[src/rtl/ea_pkg.sv]
package ea_pkg;
    localparam int MODE_W = 4;

    typedef enum logic [MODE_W-1:0] {
        M_CONST   = 4'd0,
        M_ABS     = 4'd1,
        M_PTR     = 4'd2,
        M_PCREL   = 4'd3,
        M_XRDISP  = 4'd4,
        M_BRDISP  = 4'd5,
        M_REG     = 4'd6,
        M_REGDISP = 4'd7,
        M_RR      = 4'd8,
        M_RRDISP  = 4'd9,
        M_POSTINC = 4'd10,
        M_PREDEC  = 4'd11
    } mode_e;
endpackage

[src/rtl/ea_calc.sv]
module ea_calc #(
    parameter int AW = 32,
    parameter int OW = 16
) (
    input  logic [3:0]    mode,
    input  logic [1:0]    size,
    input  logic [OW-1:0] offset,
    input  logic [AW-1:0] ri_val,
    input  logic [AW-1:0] rj_val,
    input  logic [AW-1:0] pc,
    input  logic [AW-1:0] xr,
    input  logic [AW-1:0] br,
    output logic [AW-1:0] ea,
    output logic [AW-1:0] wb_val,
    output logic          is_imm,
    output logic          illegal,
    output logic          need_mem,
    output logic          wb_en
);
    import ea_pkg::*;

    logic [AW-1:0] disp_s;
    logic [AW-1:0] disp_u;
    logic [AW-1:0] step;
    logic          size_bad;

    generate
        if (OW < AW) begin : g_extend
            assign disp_s = {{(AW-OW){offset[OW-1]}}, offset};
            assign disp_u = {{(AW-OW){1'b0}}, offset};
        end else begin : g_trunc
            assign disp_s = offset[AW-1:0];
            assign disp_u = offset[AW-1:0];
        end
    endgenerate

    always_comb begin
        size_bad = 1'b0;
        case (size)
            2'd0:    step = AW'(1);
            2'd1:    step = AW'(2);
            2'd2:    step = AW'(4);
            default: begin step = '0; size_bad = 1'b1; end
        endcase
    end

    always_comb begin
        ea       = '0;
        wb_val   = '0;
        is_imm   = 1'b0;
        illegal  = 1'b0;
        need_mem = 1'b0;
        wb_en    = 1'b0;
        case (mode_e'(mode))
            M_CONST:   begin ea = disp_s; is_imm = 1'b1; end
            M_ABS:     ea = disp_u;
            M_PTR:     begin ea = disp_u; need_mem = 1'b1; end
            M_PCREL:   ea = pc + disp_s;
            M_XRDISP:  ea = xr + disp_s;
            M_BRDISP:  ea = br + disp_s;
            M_REG:     ea = ri_val;
            M_REGDISP: ea = ri_val + disp_s;
            M_RR:      ea = ri_val + rj_val;
            M_RRDISP:  ea = ri_val + rj_val + disp_s;
            M_POSTINC: begin
                if (size_bad) illegal = 1'b1;
                else begin
                    ea     = ri_val;
                    wb_val = ri_val + step;
                    wb_en  = 1'b1;
                end
            end
            M_PREDEC: begin
                if (size_bad) illegal = 1'b1;
                else begin
                    ea     = ri_val - step;
                    wb_val = ri_val - step;
                    wb_en  = 1'b1;
                end
            end
            default:   illegal = 1'b1;
        endcase
    end

    always_comb begin
        if (wb_en) a_r10_wb_legal_only: assert (!illegal && !is_imm && !need_mem);
        if (illegal) a_r11_illegal_zero: assert (ea == '0 && !wb_en);
    end
endmodule

[src/rtl/ea_seq.sv]
module ea_seq #(
    parameter int AW = 32,
    parameter int RW = 4
) (
    input  logic          clk,
    input  logic          rst_n,
    input  logic          start,
    input  logic [AW-1:0] c_ea,
    input  logic [AW-1:0] c_wb_val,
    input  logic          c_is_imm,
    input  logic          c_illegal,
    input  logic          c_need_mem,
    input  logic          c_wb_en,
    input  logic [RW-1:0] ri_idx,
    input  logic          mem_rvalid,
    input  logic [AW-1:0] mem_rdata,
    output logic          mem_req,
    output logic [AW-1:0] mem_addr,
    output logic          done,
    output logic [AW-1:0] ea,
    output logic          is_imm,
    output logic          illegal,
    output logic          wb_en,
    output logic [RW-1:0] wb_idx,
    output logic [AW-1:0] wb_val
);
    typedef struct packed {
        logic          busy;
        logic          done;
        logic [AW-1:0] ea;
        logic          imm;
        logic          ill;
        logic          wb;
        logic [RW-1:0] idx;
        logic [AW-1:0] wbv;
        logic [AW-1:0] maddr;
    } st_t;

    st_t st_d, st_q;

    always_comb begin
        st_d      = st_q;
        st_d.done = 1'b0;
        st_d.wb   = 1'b0;
        if (!st_q.busy) begin
            if (start) begin
                if (c_need_mem) begin
                    st_d.busy  = 1'b1;
                    st_d.maddr = c_ea;
                end else begin
                    st_d.done = 1'b1;
                    st_d.ea   = c_ea;
                    st_d.imm  = c_is_imm;
                    st_d.ill  = c_illegal;
                    st_d.wb   = c_wb_en;
                    st_d.idx  = ri_idx;
                    st_d.wbv  = c_wb_val;
                end
            end
        end else if (mem_rvalid) begin
            st_d.busy = 1'b0;
            st_d.done = 1'b1;
            st_d.ea   = mem_rdata;
            st_d.imm  = 1'b0;
            st_d.ill  = 1'b0;
        end
    end

    always_ff @(posedge clk or negedge rst_n) begin
        if (!rst_n) st_q <= '0;
        else        st_q <= st_d;
    end

    assign mem_req  = st_q.busy;
    assign mem_addr = st_q.maddr;
    assign done     = st_q.done;
    assign ea       = st_q.ea;
    assign is_imm   = st_q.imm;
    assign illegal  = st_q.ill;
    assign wb_en    = st_q.wb;
    assign wb_idx   = st_q.idx;
    assign wb_val   = st_q.wbv;

    a_r4_req_held: assert property (@(posedge clk) disable iff (!rst_n)
        (mem_req && !mem_rvalid) |=> (mem_req && $stable(mem_addr)));
    a_r4_done_after_resp: assert property (@(posedge clk) disable iff (!rst_n)
        (mem_req && mem_rvalid) |=> (done && !mem_req && !wb_en));
    a_r4_no_done_while_req: assert property (@(posedge clk) disable iff (!rst_n)
        mem_req |-> !done);
    a_r10_wb_with_done: assert property (@(posedge clk) disable iff (!rst_n)
        wb_en |-> (done && !illegal));
    a_r11_illegal_no_wb: assert property (@(posedge clk) disable iff (!rst_n)
        illegal |-> (!wb_en && !is_imm));
endmodule

[src/rtl/ea_unit.sv]
module ea_unit #(
    parameter int AW = 32,
    parameter int OW = 16,
    parameter int RW = 4
) (
    input  logic          clk,
    input  logic          rst_n,
    input  logic          start,
    input  logic [3:0]    mode,
    input  logic [1:0]    size,
    input  logic [OW-1:0] offset,
    input  logic [AW-1:0] ri_val,
    input  logic [AW-1:0] rj_val,
    input  logic [RW-1:0] ri_idx,
    input  logic [AW-1:0] pc,
    input  logic [AW-1:0] xr,
    input  logic [AW-1:0] br,
    output logic          mem_req,
    output logic [AW-1:0] mem_addr,
    input  logic          mem_rvalid,
    input  logic [AW-1:0] mem_rdata,
    output logic          done,
    output logic [AW-1:0] ea,
    output logic          is_imm,
    output logic          illegal,
    output logic          wb_en,
    output logic [RW-1:0] wb_idx,
    output logic [AW-1:0] wb_val
);
    logic [AW-1:0] c_ea, c_wb_val;
    logic          c_is_imm, c_illegal, c_need_mem, c_wb_en;

    ea_calc #(.AW(AW), .OW(OW)) u_calc (
        .mode(mode), .size(size), .offset(offset),
        .ri_val(ri_val), .rj_val(rj_val), .pc(pc), .xr(xr), .br(br),
        .ea(c_ea), .wb_val(c_wb_val), .is_imm(c_is_imm),
        .illegal(c_illegal), .need_mem(c_need_mem), .wb_en(c_wb_en)
    );

    ea_seq #(.AW(AW), .RW(RW)) u_seq (
        .clk(clk), .rst_n(rst_n), .start(start),
        .c_ea(c_ea), .c_wb_val(c_wb_val), .c_is_imm(c_is_imm),
        .c_illegal(c_illegal), .c_need_mem(c_need_mem), .c_wb_en(c_wb_en),
        .ri_idx(ri_idx), .mem_rvalid(mem_rvalid), .mem_rdata(mem_rdata),
        .mem_req(mem_req), .mem_addr(mem_addr), .done(done), .ea(ea),
        .is_imm(is_imm), .illegal(illegal), .wb_en(wb_en),
        .wb_idx(wb_idx), .wb_val(wb_val)
    );
endmodule

[config.mk]
export PLATFORM = sky130hd
export DESIGN_NAME = ea_unit
export DESIGN_NICKNAME = d
export VERILOG_FILES = /design/src/rtl/ea_pkg.sv /design/src/rtl/ea_calc.sv /design/src/rtl/ea_seq.sv /design/src/rtl/ea_unit.sv
export SDC_FILE = /design/constraint.sdc
export NUM_CORES = 1
export LEC_CHECK = 0
export ABC_AREA = 1
export BUFFER_PORTS_ARGS = -buffer_cell sky130_fd_sc_hd__buf_4
export CAP_MARGIN = 20
export CORE_MARGIN = 4
export CORE_UTILIZATION = 54
export DETAILED_ROUTE_END_ITERATION = 10
export PLACE_DENSITY = 0.88
export SLEW_MARGIN = 20
export SYNTH_ARGS = -nofsm -noshare
export SYNTH_HDL_FRONTEND = slang
export SYNTH_SLANG_ARGS = --single-unit
[constraint.sdc]
create_clock -name clk -period 2.4 [get_ports clk]
set_clock_uncertainty 0.2 [all_clocks]
set_input_delay 0.36 -clock clk [delete_from_list [all_inputs] [get_ports clk]]
set_output_delay 0.36 -clock clk [all_outputs]
set_load 0.1 [all_outputs]
==> results of run 1 <==
-- Yosys cell counts, types with 12 or more instances --
| library cell | n |
|---|---|
| a21oi_1 | 121 |
| or2_2 | 19 |
| inv_1 | 178 |
| nand4_1 | 34 |
| nor2_1 | 197 |
| nand3_1 | 168 |
| xor2_1 | 13 |
| dfrtp_1 | 105 |
| nand2_1 | 480 |
| buf_1 | 13 |
| o21ai_0 | 97 |
| clkbuf_1 | 45 |
| ha_1 | 71 |
| nor3_1 | 27 |
| inv_2 | 22 |
| o21ai_1 | 21 |
| a31oi_1 | 89 |
| buf_2 | 12 |
-- metrics by stage --
stage | area [um^2] | setup TNS, ps
CTS | 19600 | -45580
detailed placement | 17800 | -81400
global placement | 17800 | -70540
floorplan | 12200 | -32280
-- layer usage --
metal / GRT overflow / GRT usage [%]
met3: 0 / 65.6
met5: 0 / 21.9
met4: 67 / 81.8
met1: 1 / 77.9
met2: 80 / 94.6
-- cell families after synthesis --
family	synth area share [%]
buffers and inverters	9.07
flip-flops	22.7
AO/OA/AOI/OAI	21.1
XOR/XNOR	1.44
adder cells (fa/ha/maj)	8.36
AND/OR/NAND/NOR	37.4
-- timing repair --
| action | 4_1_cts |
|---|---|
| endpoints found under the setup margin | 67 |
| buffers inserted | 51 |
| pin swaps | 132 |
| hold endpoints to repair | 31 |
| gates resized for setup | 265 |
| hold buffers | 7 |
==> impl_metrics.toml, run 1 <==
[synthesis]
yosys.cell_types.count = 55
avgSynthCellArea_um2 = 6.19
synth_top_area_share_pct = 22.7
post_synthesis_cells = 1873
synth-seq-cells = 105
yosys-top-cells-area = "dfrtp_1 (23%), nand2_1 (16%), ha_1 (7.7%)"
synth-main-ff-cell = "dfrtp_1"
synthDominantAreaCellType = "dfrtp_1"
syn_nets = 2170
synth-async-reset-ratio_pct = 100
synthesis.area_um2 = 11600
synth-seq-area-share_pct = 22.7
number_of_enable_flip_flop_cells_after_synthesis = 0
yosys_warnings = 0

[placement]
dp_worst_setup_slack_ps = -1870
dp.final_hpwl_mm = 47.5
place.gp.congestion = 1.23
place.port_buffers = 326
place.detailed.instances = 2804

[global_routing]
via_count_of_the_first_global_routing_pass = 24100
grt_start_max_net_pins = 58
grt_first_pass_wirelength_mm = 147
grtUsageTotal_pct = 79.0
global_route.overflow_total = 148

[clock_network]
clock_path_buffers = 2
cts_sink_cnt = 105
tritoncts.num_buffers = 9
clk_root_buffer_cell = "clkbuf_16"
htreeDepth = 3

[outcome]
status = "aborted with a tool error"
toolErrorMsg = "[ERROR GRT-0116] Global routing finished with congestion. Check the congestion regions in the DRC Viewer."
failing_step = "5_1_grt"

[floorplan]
floorplan.die.height_um = 154
die_w_um = 154
initial_utilization_pct = 54.9
num_io_pins = 327
core.rowCount = 53
==> inputs of run 2 (changes only) <==
CORE_UTILIZATION = 40   (was 54)
PLACE_DENSITY = not set   (was 0.88)
PLACE_DENSITY_LB_ADDON = 0.15   (was not set)
==> run 2 against run 1 <==
Compared with the run above: the flow now finishes, with violations (setup timing); synthesized cell count is the same; area after synthesis is the same.
==> impl_metrics.toml, run 2 <==
[placement]
dp.final_hpwl_mm = 48.2
place.port_buffers = 326
place.detailed.instances = 2938
place.gp.congestion = 1.07

[drt]
route.detailed.vias_per_inst = 5.68
residual_antenna_violating_net_count_after_detailed_routing = 0
avgRoutedWirePerCell_um = 20.7
postRouteWirelength_mm = 63.1
drc_errors = 0
routed-via-count = 17300
dr.first_iter.drc_count = 2008
drt_pass1_iterations = 6

[floorplan]
floorplan.die.height_um = 178
die_area_um2 = 31800
num_io_pins = 327
core.rowCount = 62
die_w_um = 178
initial_utilization_pct = 40.5
fp.coreArea_um2 = 28600

[outcome]
status = "complete, but fails checks"
violations = "setup timing"

[setup_path]
cp-end-kind = "flip-flop"
cp-start-kind = "primary input"
critical_path_required_ps = 2450
worst-endpoint-arrival_ps = 4030
criticalPathCategory = "in -> reg"
endpoint = "u_seq.ea[29]"
crit_fanout = 4
r2r-start = "u_seq.mem_req"
minimum_setup_slack_among_reg_to_reg_paths_ps = 560
worst-r2r-cell-count = 7
critPathLaunch = "ri_val[7]"
worstReg2RegEnd = "u_seq.wb_val[31]"

[timing]
hold_viol_final = 0
worst_slew_pin_slew_ps = 659
report.final.setup_viol = 65
finalSetupTns_ps = -57280
fmaxAchievable_mhz = 252
final_period_minus_worst_setup_slack_ps = 3970
relSlewSlack_pct = 55.9
hold-worst-slack_ps = 8.43
layout_worst_path_cycle_share_pct = 166
maxSlewViolCount = 0
setup_slack_ps = -1570
unrepaired_setup_endpoints_after_global_routing = "true"

[synthesis]
synth-main-ff-cell = "dfrtp_1"
synth-async-reset-ratio_pct = 100
yosys_warnings = 0
synthMostInstantiatedCell = "nand2_1"
synthesis.area_um2 = 11600
synthDominantAreaCellType = "dfrtp_1"
syn_nets = 2170
synth-seq-area-share_pct = 22.7
synth_top_area_share_pct = 22.7
yosys.cell_types.count = 55
avgSynthCellArea_um2 = 6.19
most_numerous_cell_types_in_the_synthesized_netlist = "nand2_1 (480), nor2_1 (197), inv_1 (178), nand3_1 (168), a21oi_1 (121)"
number_of_enable_flip_flop_cells_after_synthesis = 0
synth-seq-cells = 105
post_synthesis_cells = 1873
yosys-top-cells-area = "dfrtp_1 (23%), nand2_1 (16%), ha_1 (7.7%)"

[layout]
final_cell_count_no_fill = 3043
flow.area_growth_from_synthesis_pct = 83.3
layout.nets = 2951
final_common_cell = "buf_4"
final_layout_size_suffix_gt1_share_pct = 50.0
post-route-util_pct = 74.2
most_frequent_cells_in_the_layout = "buf_4 (759), nand2_1 (393), nor2_1 (153)"
antennaDiodeCount = 0

[global_routing]
via_count_of_the_first_global_routing_pass = 16000
grt_first_pass_wirelength_mm = 89.3
grt_start_max_net_pins = 69
grt_antenna_before_repair = 1
global_route.overflow_total = 0
grtUsageTotal_pct = 36.4

[clock_network]
tritoncts = "done"
clock_path_buffers = 2
cts_sink_cnt = 105
tritoncts.num_buffers = 9
clk_root_buffer_cell = "clkbuf_16"
worst_setup_hold_path_clk_slew_ps = 80
clk_latency_ps = 360
htreeDepth = 3

[pwr]
power.ir.vdd_worst_mv = 0.335
power.static_leakage_nw = 10.2
power.density_nw_per_um2 = 523

[flow_run]
max_cap_viol_count = 0

[hold_path]
worst_hold_path_type = "in -> reg"
==> run 2: critical path, stage by stage <==
cell     delay [ps]
buf_4           130
ha_4            310
buf_4           140
nand4_1         240
nor2_2          280
buf_6           140
a21oi_4          60
xnor2_2         290
nand2_1         100
a31oi_1         190
ha_2            360
a21oi_4         160
buf_4           130
o21ai_2          60
a21oi_2         240
nor2_2           80
nor4_2          190
nand3_1         140
nand3_2          80
nand4_1         160
nand2_1         120
nand2_1          60
==> run 2: how the worst min path moves through the flow <==
| stage | startpoint | end | depth (start not counted) |
|---|---|---|---|
| finish | mem_rdata[7] | u_seq.ea[7] | 3 |
| global route | mem_rvalid | u_seq.mem_req | 2 |
| CTS | mem_rvalid | u_seq.mem_req | 2 |
| detailed placement | rst_n | u_seq.done | 2 |
| global placement | rst_n | u_seq.done | 2 |
| floorplan | rst_n | u_seq.done | 0 |
==> run 2: repair_timing <==
| item | in CTS | in global routing |
|---|---|---|
| hold buffers | 8 | 0 |
| resized for setup | 276 | 234 |
| buffers inserted | 57 | 34 |
| setup endpoints to repair | 65 | 66 |
| endpoints found under the hold margin | 112 | 0 |
| pin swaps | 175 | 130 |
==> run 2: metal layers <==
layer / part of all wire (%) / global-route usage, % / wire length (um) / up-vias
li1: - / - / - / 7936
met1: 41 / 51.6 / 25800 / 8207
met2: 46 / 58.8 / 28800 / 988
met3: 11 / 5.96 / 6700 / 139
met4: 2.9 / 7.52 / 1840 / 0
met5: 0 / 0 / 0 / -
==> run 2: cell families after synthesis <==
logic type / count (synthesis) / synth area share, %
flops: 105 / 22.7
xor+xnor: 19 / 1.44
fa+ha+maj: 75 / 8.36
simple gates: 985 / 37.4
buf+inv: 274 / 9.07
compound gates: 415 / 21.1
==> run 2: through the flow <==
step	worst slack, ps	cell area, um^2	total power, mW
global route	-1630	21200	11.5
CTS	-1340	20000	10.4
detailed placement	-2160	18100	8.32
floorplan	-1040	12200	5.85
finish	-1570	21200	11.1
global placement	-2170	18100	8.27
==> run 2: final cells by class <==
cell class / count / area (um^2)
Tap cell: 384 / 480
Fill cell: 2166 / 7390
Timing Repair Buffer: 841 / 6700
Inverter: 203 / 787
Multi-Input combinational cell: 1494 / 10300
Clock inverter: 7 / 78.8
Clock buffer: 9 / 225
Sequential cell: 105 / 2630
==> run 2: report_power, final <==
part,switching [mW],internal (mW)
registers,0.178,2.02
clock network,0.870,0.747
logic,4.64,2.65
(Power assumes the default switching activity.)
==> inputs of run 3 (changes only) <==
CELL_PAD_IN_SITES_DETAIL_PLACEMENT = 1   (was not set)
CELL_PAD_IN_SITES_GLOBAL_PLACEMENT = 2   (was not set)
CORE_UTILIZATION = 28   (was 40)
==> run 3 against run 2 <==
Compared with the run above: via count decreased by 0.39%; design area rose by 5.2%; routed wire length grew 19%; hold slack worse by 4.7 ps; count of clock-buffer cells in the layout increased by 1; flip-flop and latch count unchanged; clock power decreased by 4%; critical path type unchanged; sequential power about the same; largest cell class unchanged; the flow still finishes with violations (setup timing); global-route usage decreased by 4.9 points; final cell count increased by 7.9%; critical endpoint unchanged; maximum frequency shrank 3.5%.
==> impl_metrics.toml, run 3 (synthesis results as in run 2) <==
[global_routing]
global_route.overflow_total = 0
grt.busiest_layer = "met2"
grt_first_pass_wirelength_mm = 108
via_count_of_the_first_global_routing_pass = 18200
grtUsageTotal_pct = 31.5
use_met3_pct = 3.42
met2_usage_pct = 55.9
grt_antenna_before_repair = 3
grt_start_max_net_pins = 43
globalRouteMet1Util_pct = 38.4

[drt]
routed-via-count = 17200
route.detailed.vias_per_inst = 5.24
avgRoutedWirePerCell_um = 22.8
dr.first_iter.drc_count = 951
drc_errors = 0
drt_pass1_iterations = 5
residual_antenna_violating_net_count_after_detailed_routing = 0
postRouteWirelength_mm = 75.0

[clock_network]
cts_sink_cnt = 105
clk_latency_ps = 360
htreeDepth = 3
clk_root_buffer_cell = "clkbuf_16"
clock_path_buffers = 2
worst_setup_hold_path_clk_slew_ps = 80
tritoncts = "done"
tritoncts.num_buffers = 9

[placement]
place.port_buffers = 326
placed_cell_area_um2 = 18900
place.detailed.instances = 3157
place.gp.congestion = 0.932
dp.final_hpwl_mm = 60.3

[timing]
maxSlewViolCount = 0
finalSetupTns_ps = -60390
unrepaired_setup_endpoints_after_global_routing = "true"
hold_viol_final = 0
layout_worst_path_cycle_share_pct = 172
relSlewSlack_pct = 54.9
fmaxAchievable_mhz = 243
worst_slew_pin_slew_ps = 676
report.final.setup_viol = 59
final_period_minus_worst_setup_slack_ps = 4120
hold-worst-slack_ps = 3.72
setup_slack_ps = -1720

[setup_path]
worst-endpoint-arrival_ps = 4220
timing.critical_path.buf_inv = 6
slowest_stage = "fa_2"
cp-start-kind = "primary input"
r2r-start = "u_seq.mem_req"
worst-r2r-cell-count = 8
crit_fanout = 3
cp-end-kind = "flip-flop"
timing.critical_path.slowest_cell_delay_ps = 450
critical_path_depth = 26
criticalPathCategory = "in -> reg"
worst_path_most_repeated_cell = "nand2_1"
critical_path_required_ps = 2500
cp_top_family = "simple AND/OR/NAND/NOR gates"
critPathLaunch = "ri_val[0]"

[layout]
most_frequent_cells_in_the_layout = "buf_4 (839), nand2_1 (386), nor2_1 (153)"
final_cell_count_no_fill = 3284
fillerInstances = 5170
flow.area_growth_from_synthesis_pct = 92.8
layout.nets = 3041
final_layout_size_suffix_gt1_share_pct = 51.7
final_common_cell = "buf_4"
final_cell_area_um2 = 22300

[pwr]
power.ir.vdd_worst_mv = 0.437
power.density_nw_per_um2 = 511
total_power_mw = 11.4
power.share.switching_pct = 50.2
intPower_mw = 5.68
pwr-share-clk_pct = 13.6
netSwitchingPower_mw = 5.73
power.static_leakage_nw = 10.8
sequentialPowerShare_pct = 19.1
share_of_total_power_in_combinational_logic_pct = 67.3

[floorplan]
fp.coreArea_um2 = 40800
initial_utilization_pct = 28.4
die_area_um2 = 44700
floorplan.die.height_um = 211
num_io_pins = 327
core.rowCount = 74
die_w_um = 211

[hold_path]
hold_path.startpoint = "mem_rdata[15]"
worst_hold_path_type = "in -> reg"
min_delay_path_depth = 3

[outcome]
status = "complete, but fails checks"
violations = "setup timing"

[flow_run]
max_cap_viol_count = 0
run 3: cell count changes in the layout (fill, tap and decap cells not counted), moves of 9 or more:
cell and change:
ha_4 -9, ha_1 +11, nand3_1 -12, nand3_4 +10, a21oi_2 -9, buf_4 +80
run 3: what timing repair did:
item                                    4_1_cts  5_1_grt
hold buffers                                  4        0
hold endpoints to repair                     31        0
cloned                                        2        0
resized for setup                           330      213
endpoints found under the setup margin       68       69
pin swaps                                   152      144
setup buffers                                62       53
run 3: worst paths after layout:
kind	slack, ps	end
max in group asynchronous	1000	u_seq.ea[24]
worst min-delay path	4	u_seq.ea[15]
worst min register to register	270	u_seq.mem_addr[24]
worst max-delay path	-1720	u_seq.ea[29]
min in group asynchronous	300	u_seq.mem_addr[11]
worst max register to register	480	u_seq.wb_val[1]
run 3: worst min-delay path, delay by kind of cell:
family                 cells  cell delay [ps]
AND/OR/NAND/NOR            2              100
buffers and inverters      1               80
run 3: layout make-up:
class	instances	area (um^2)	area share, %
diodes	3	7.51	0.0336
clock buffers	10	229	1.03
clock inverters	6	72.6	0.325
inverters	203	793	3.55
multi-input cells	1494	10400	46.7
flip-flops and latches	105	2630	11.8
well taps	532	666	2.98
repair buffers	931	7510	33.6
run 3: power groups by stage:
stage	combinational [mW]	clock (mW)	sequential, mW
floorplan	1.84	0	4.01
global placement	6.37	0	2.20
detailed placement	6.45	0	2.20
CTS	7.12	1.58	2.18
global route	8.05	1.66	2.21
finish	7.68	1.56	2.18
run 3: metrics by stage:
stage                     setup WS (ps)  utilization, %
final                             -1720            54.7
after global placement            -2280            46.2
after global routing              -1850            54.7
after floorplan                   -1040               -
after detailed placement          -2330            46.2
after CTS                         -1620            51.7
run 3: per-layer routing:
layer | vias up | wire (um)
met5 | - | 0
met4 | 0 | 4390
met3 | 180 | 3200
met2 | 546 | 37300
met1 | 8375 | 30100
li1 | 8102 | -
==> inputs of run 4 (changes only) <==
SYNTH_HIERARCHICAL = 1   (was not set)
==> run 4 against run 3 <==
Compared with the run above: the run still ends with setup timing left; worst setup slack got worse by 12 ps; clock power increased by 8%; combinational power increased by 11%; global-route usage increased by 3.5 points; highest routed layer unchanged.
==> impl_metrics.toml, run 4 <==
[synthesis]
synthMostInstantiatedCell = "nand2_1"
number_of_enable_flip_flop_cells_after_synthesis = 0
avgSynthCellArea_um2 = 6.10
synth-seq-cells = 105
most_numerous_cell_types_in_the_synthesized_netlist = "nand2_1 (552), inv_1 (223), nand3_1 (193), nor2_1 (173), a21oi_1 (164)"
yosys-top-cells-area = "dfrtp_1 (22%), nand2_1 (17%), nand3_1 (7.9%)"
yosys_warnings = 6
yosys.cell_types.count = 55
synthesis.area_um2 = 12200
syn_nets = 2297
synth_top_area_share_pct = 21.5
post_synthesis_cells = 2001
synth-async-reset-ratio_pct = 100
synthDominantAreaCellType = "dfrtp_1"
synth-seq-area-share_pct = 21.5
synth-main-ff-cell = "dfrtp_1"

[setup_path]
worst-r2r-cell-count = 6
timing.critical_path.buf_inv = 7
cp_top_family = "simple AND/OR/NAND/NOR gates"
worstReg2RegEnd = "u_seq/ea[27]"
worst-endpoint-arrival_ps = 4210
slowest_stage = "fa_2"
critical_path_required_ps = 2480
cp-end-kind = "flip-flop"
crit_fanout = 5
critPathLaunch = "ri_val[0]"
minimum_setup_slack_among_reg_to_reg_paths_ps = 610
worst_path_most_repeated_cell = "nand2_2"
cp-start-kind = "primary input"
r2r-start = "u_seq/mem_req"
criticalPathCategory = "in -> reg"
timing.critical_path.slowest_cell_delay_ps = 370

[placement]
dp_worst_setup_slack_ps = -3090
place.port_buffers = 326
dp.final_hpwl_mm = 68.6
place.gp.congestion = 1.03

[clock_network]
clk_root_buffer_cell = "clkbuf_16"
tritoncts = "done"
clock_path_buffers = 2
tritoncts.num_buffers = 9
htreeDepth = 3
clk_latency_ps = 390
worst_setup_hold_path_clk_slew_ps = 90
cts_sink_cnt = 105

[global_routing]
via_count_of_the_first_global_routing_pass = 20000
grtUsageTotal_pct = 35.0
grt_start_max_net_pins = 66
grt_antenna_before_repair = 0
grt_first_pass_wirelength_mm = 125
global_route.overflow_total = 0

[timing]
layout_worst_path_cycle_share_pct = 172
report.final.setup_viol = 84
hold-worst-slack_ps = 8.95
finalSetupTns_ps = -92480
maxSlewViolCount = 0
unrepaired_setup_endpoints_after_global_routing = "true"
worst_slew_pin_slew_ps = 632
hold_viol_final = 0
setup_slack_ps = -1730
relSlewSlack_pct = 57.8
fmaxAchievable_mhz = 242
final_period_minus_worst_setup_slack_ps = 4130

[drt]
drt_pass1_iterations = 5
residual_antenna_violating_net_count_after_detailed_routing = 0
route.detailed.vias_per_inst = 5.35
routed-via-count = 18900
dr.first_iter.drc_count = 1445
avgRoutedWirePerCell_um = 24.5
postRouteWirelength_mm = 86.6
drc_errors = 0

[floorplan]
num_io_pins = 327
die_area_um2 = 47000
floorplan.die.height_um = 217
fp.coreArea_um2 = 43100
initial_utilization_pct = 28.3
core.rowCount = 76
die_w_um = 217

[pwr]
power.ir.vdd_worst_mv = 0.550
power.density_nw_per_um2 = 515
power.static_leakage_nw = 11.8

[layout]
flow.area_growth_from_synthesis_pct = 98.4
most_frequent_cells_in_the_layout = "buf_4 (894), nand2_1 (455), inv_1 (178)"
antennaDiodeCount = 0
fillerInstances = 5404
post-route-util_pct = 56.2
final_layout_size_suffix_gt1_share_pct = 54.1
layout.nets = 3235
final_common_cell = "buf_4"

[flow_run]
max_cap_viol_count = 0

[hold_path]
worst_hold_path_type = "in -> reg"
timing.hold.worst_endpoint = "u_seq/wb_idx[2]"
hold_path.startpoint = "ri_idx[2]"
min_delay_path_depth = 3

[outcome]
violations = "setup timing"
status = "complete, but fails checks"
[run 4: per-layer routing]
layer	wire length (um)	global-route usage, %	up-vias
li1	-	-	8571
met1	35800	44.7	9368
met2	41600	59.9	764
met3	4910	4.08	166
met4	4250	14.9	0
met5	0	0	-
[run 4: power by group]
group	leakage, nW	switching (mW)	internal (mW)
logic	10.3	5.44	3.11
clock network	0.157	0.849	0.843
registers	1.38	0.187	2.05
[run 4: final cells by class]
type / count / area [um^2] / share of cell area (%)
sequential: 105 / 2630 / 10.9
inverter: 241 / 938 / 3.88
timing repair buffer: 1008 / 8180 / 33.8
clock inverter: 7 / 95.1 / 0.393
tap: 585 / 732 / 3.02
multi-input combinational: 1574 / 11400 / 47.1
clock buffer: 9 / 225 / 0.930
[run 4: repair_timing]
| item | in CTS | in global routing |
|---|---|---|
| endpoints found under the setup margin | 90 | 91 |
| setup buffers | 98 | 34 |
| hold endpoints to repair | 36 | 0 |
| pin swaps | 244 | 169 |
| resized for setup | 558 | 221 |
| hold buffers | 4 | 0 |
[run 4: through the flow]
| step | total power, mW | instance area (um^2) | std cells |
|---|---|---|---|
| 3_3_place_gp | 9.11 | 19700 | 3394 |
| 6_report | 12.5 | 24200 | 3529 |
| 2_1_floorplan | 6.15 | 12400 | 2001 |
| 5_1_grt | 13.0 | 24200 | 3529 |
| 3_5_place_dp | 9.21 | 19700 | 3394 |
| 4_1_cts | 11.9 | 23100 | 3505 |
[run 4: worst max-delay path by stage]
stage	end	slack (ps)	cells past startpoint
finish	u_seq/ea[26]	-1730	31
global route	u_seq/ea[24]	-1900	31
CTS	u_seq/ea[26]	-1630	30
detailed placement	u_seq/ea[24]	-3090	28
global placement	u_seq/ea[24]	-3160	28
floorplan	u_seq/ea[29]	-1290	27
[run 4: kinds of logic (layout without fill, tap and decap cells)]
| family | after synthesis | count (layout) | synth area share (%) |
|---|---|---|---|
| AO/OA/AOI/OAI | 428 | 428 | 20.4 |
| AND/OR/NAND/NOR | 1040 | 1040 | 37.3 |
| buffers and inverters | 322 | 1265 | 10.7 |
| XOR/XNOR | 32 | 32 | 2.30 |
| flip-flops | 105 | 105 | 21.5 |
| adder cells (fa/ha/maj) | 74 | 74 | 7.83 |
[run 4: worst register-to-register path: cells and delay by family (launching register included)]
kind	cells	cell delay, ps
buf+inv	2	520
flops	1	510
simple gates	4	470
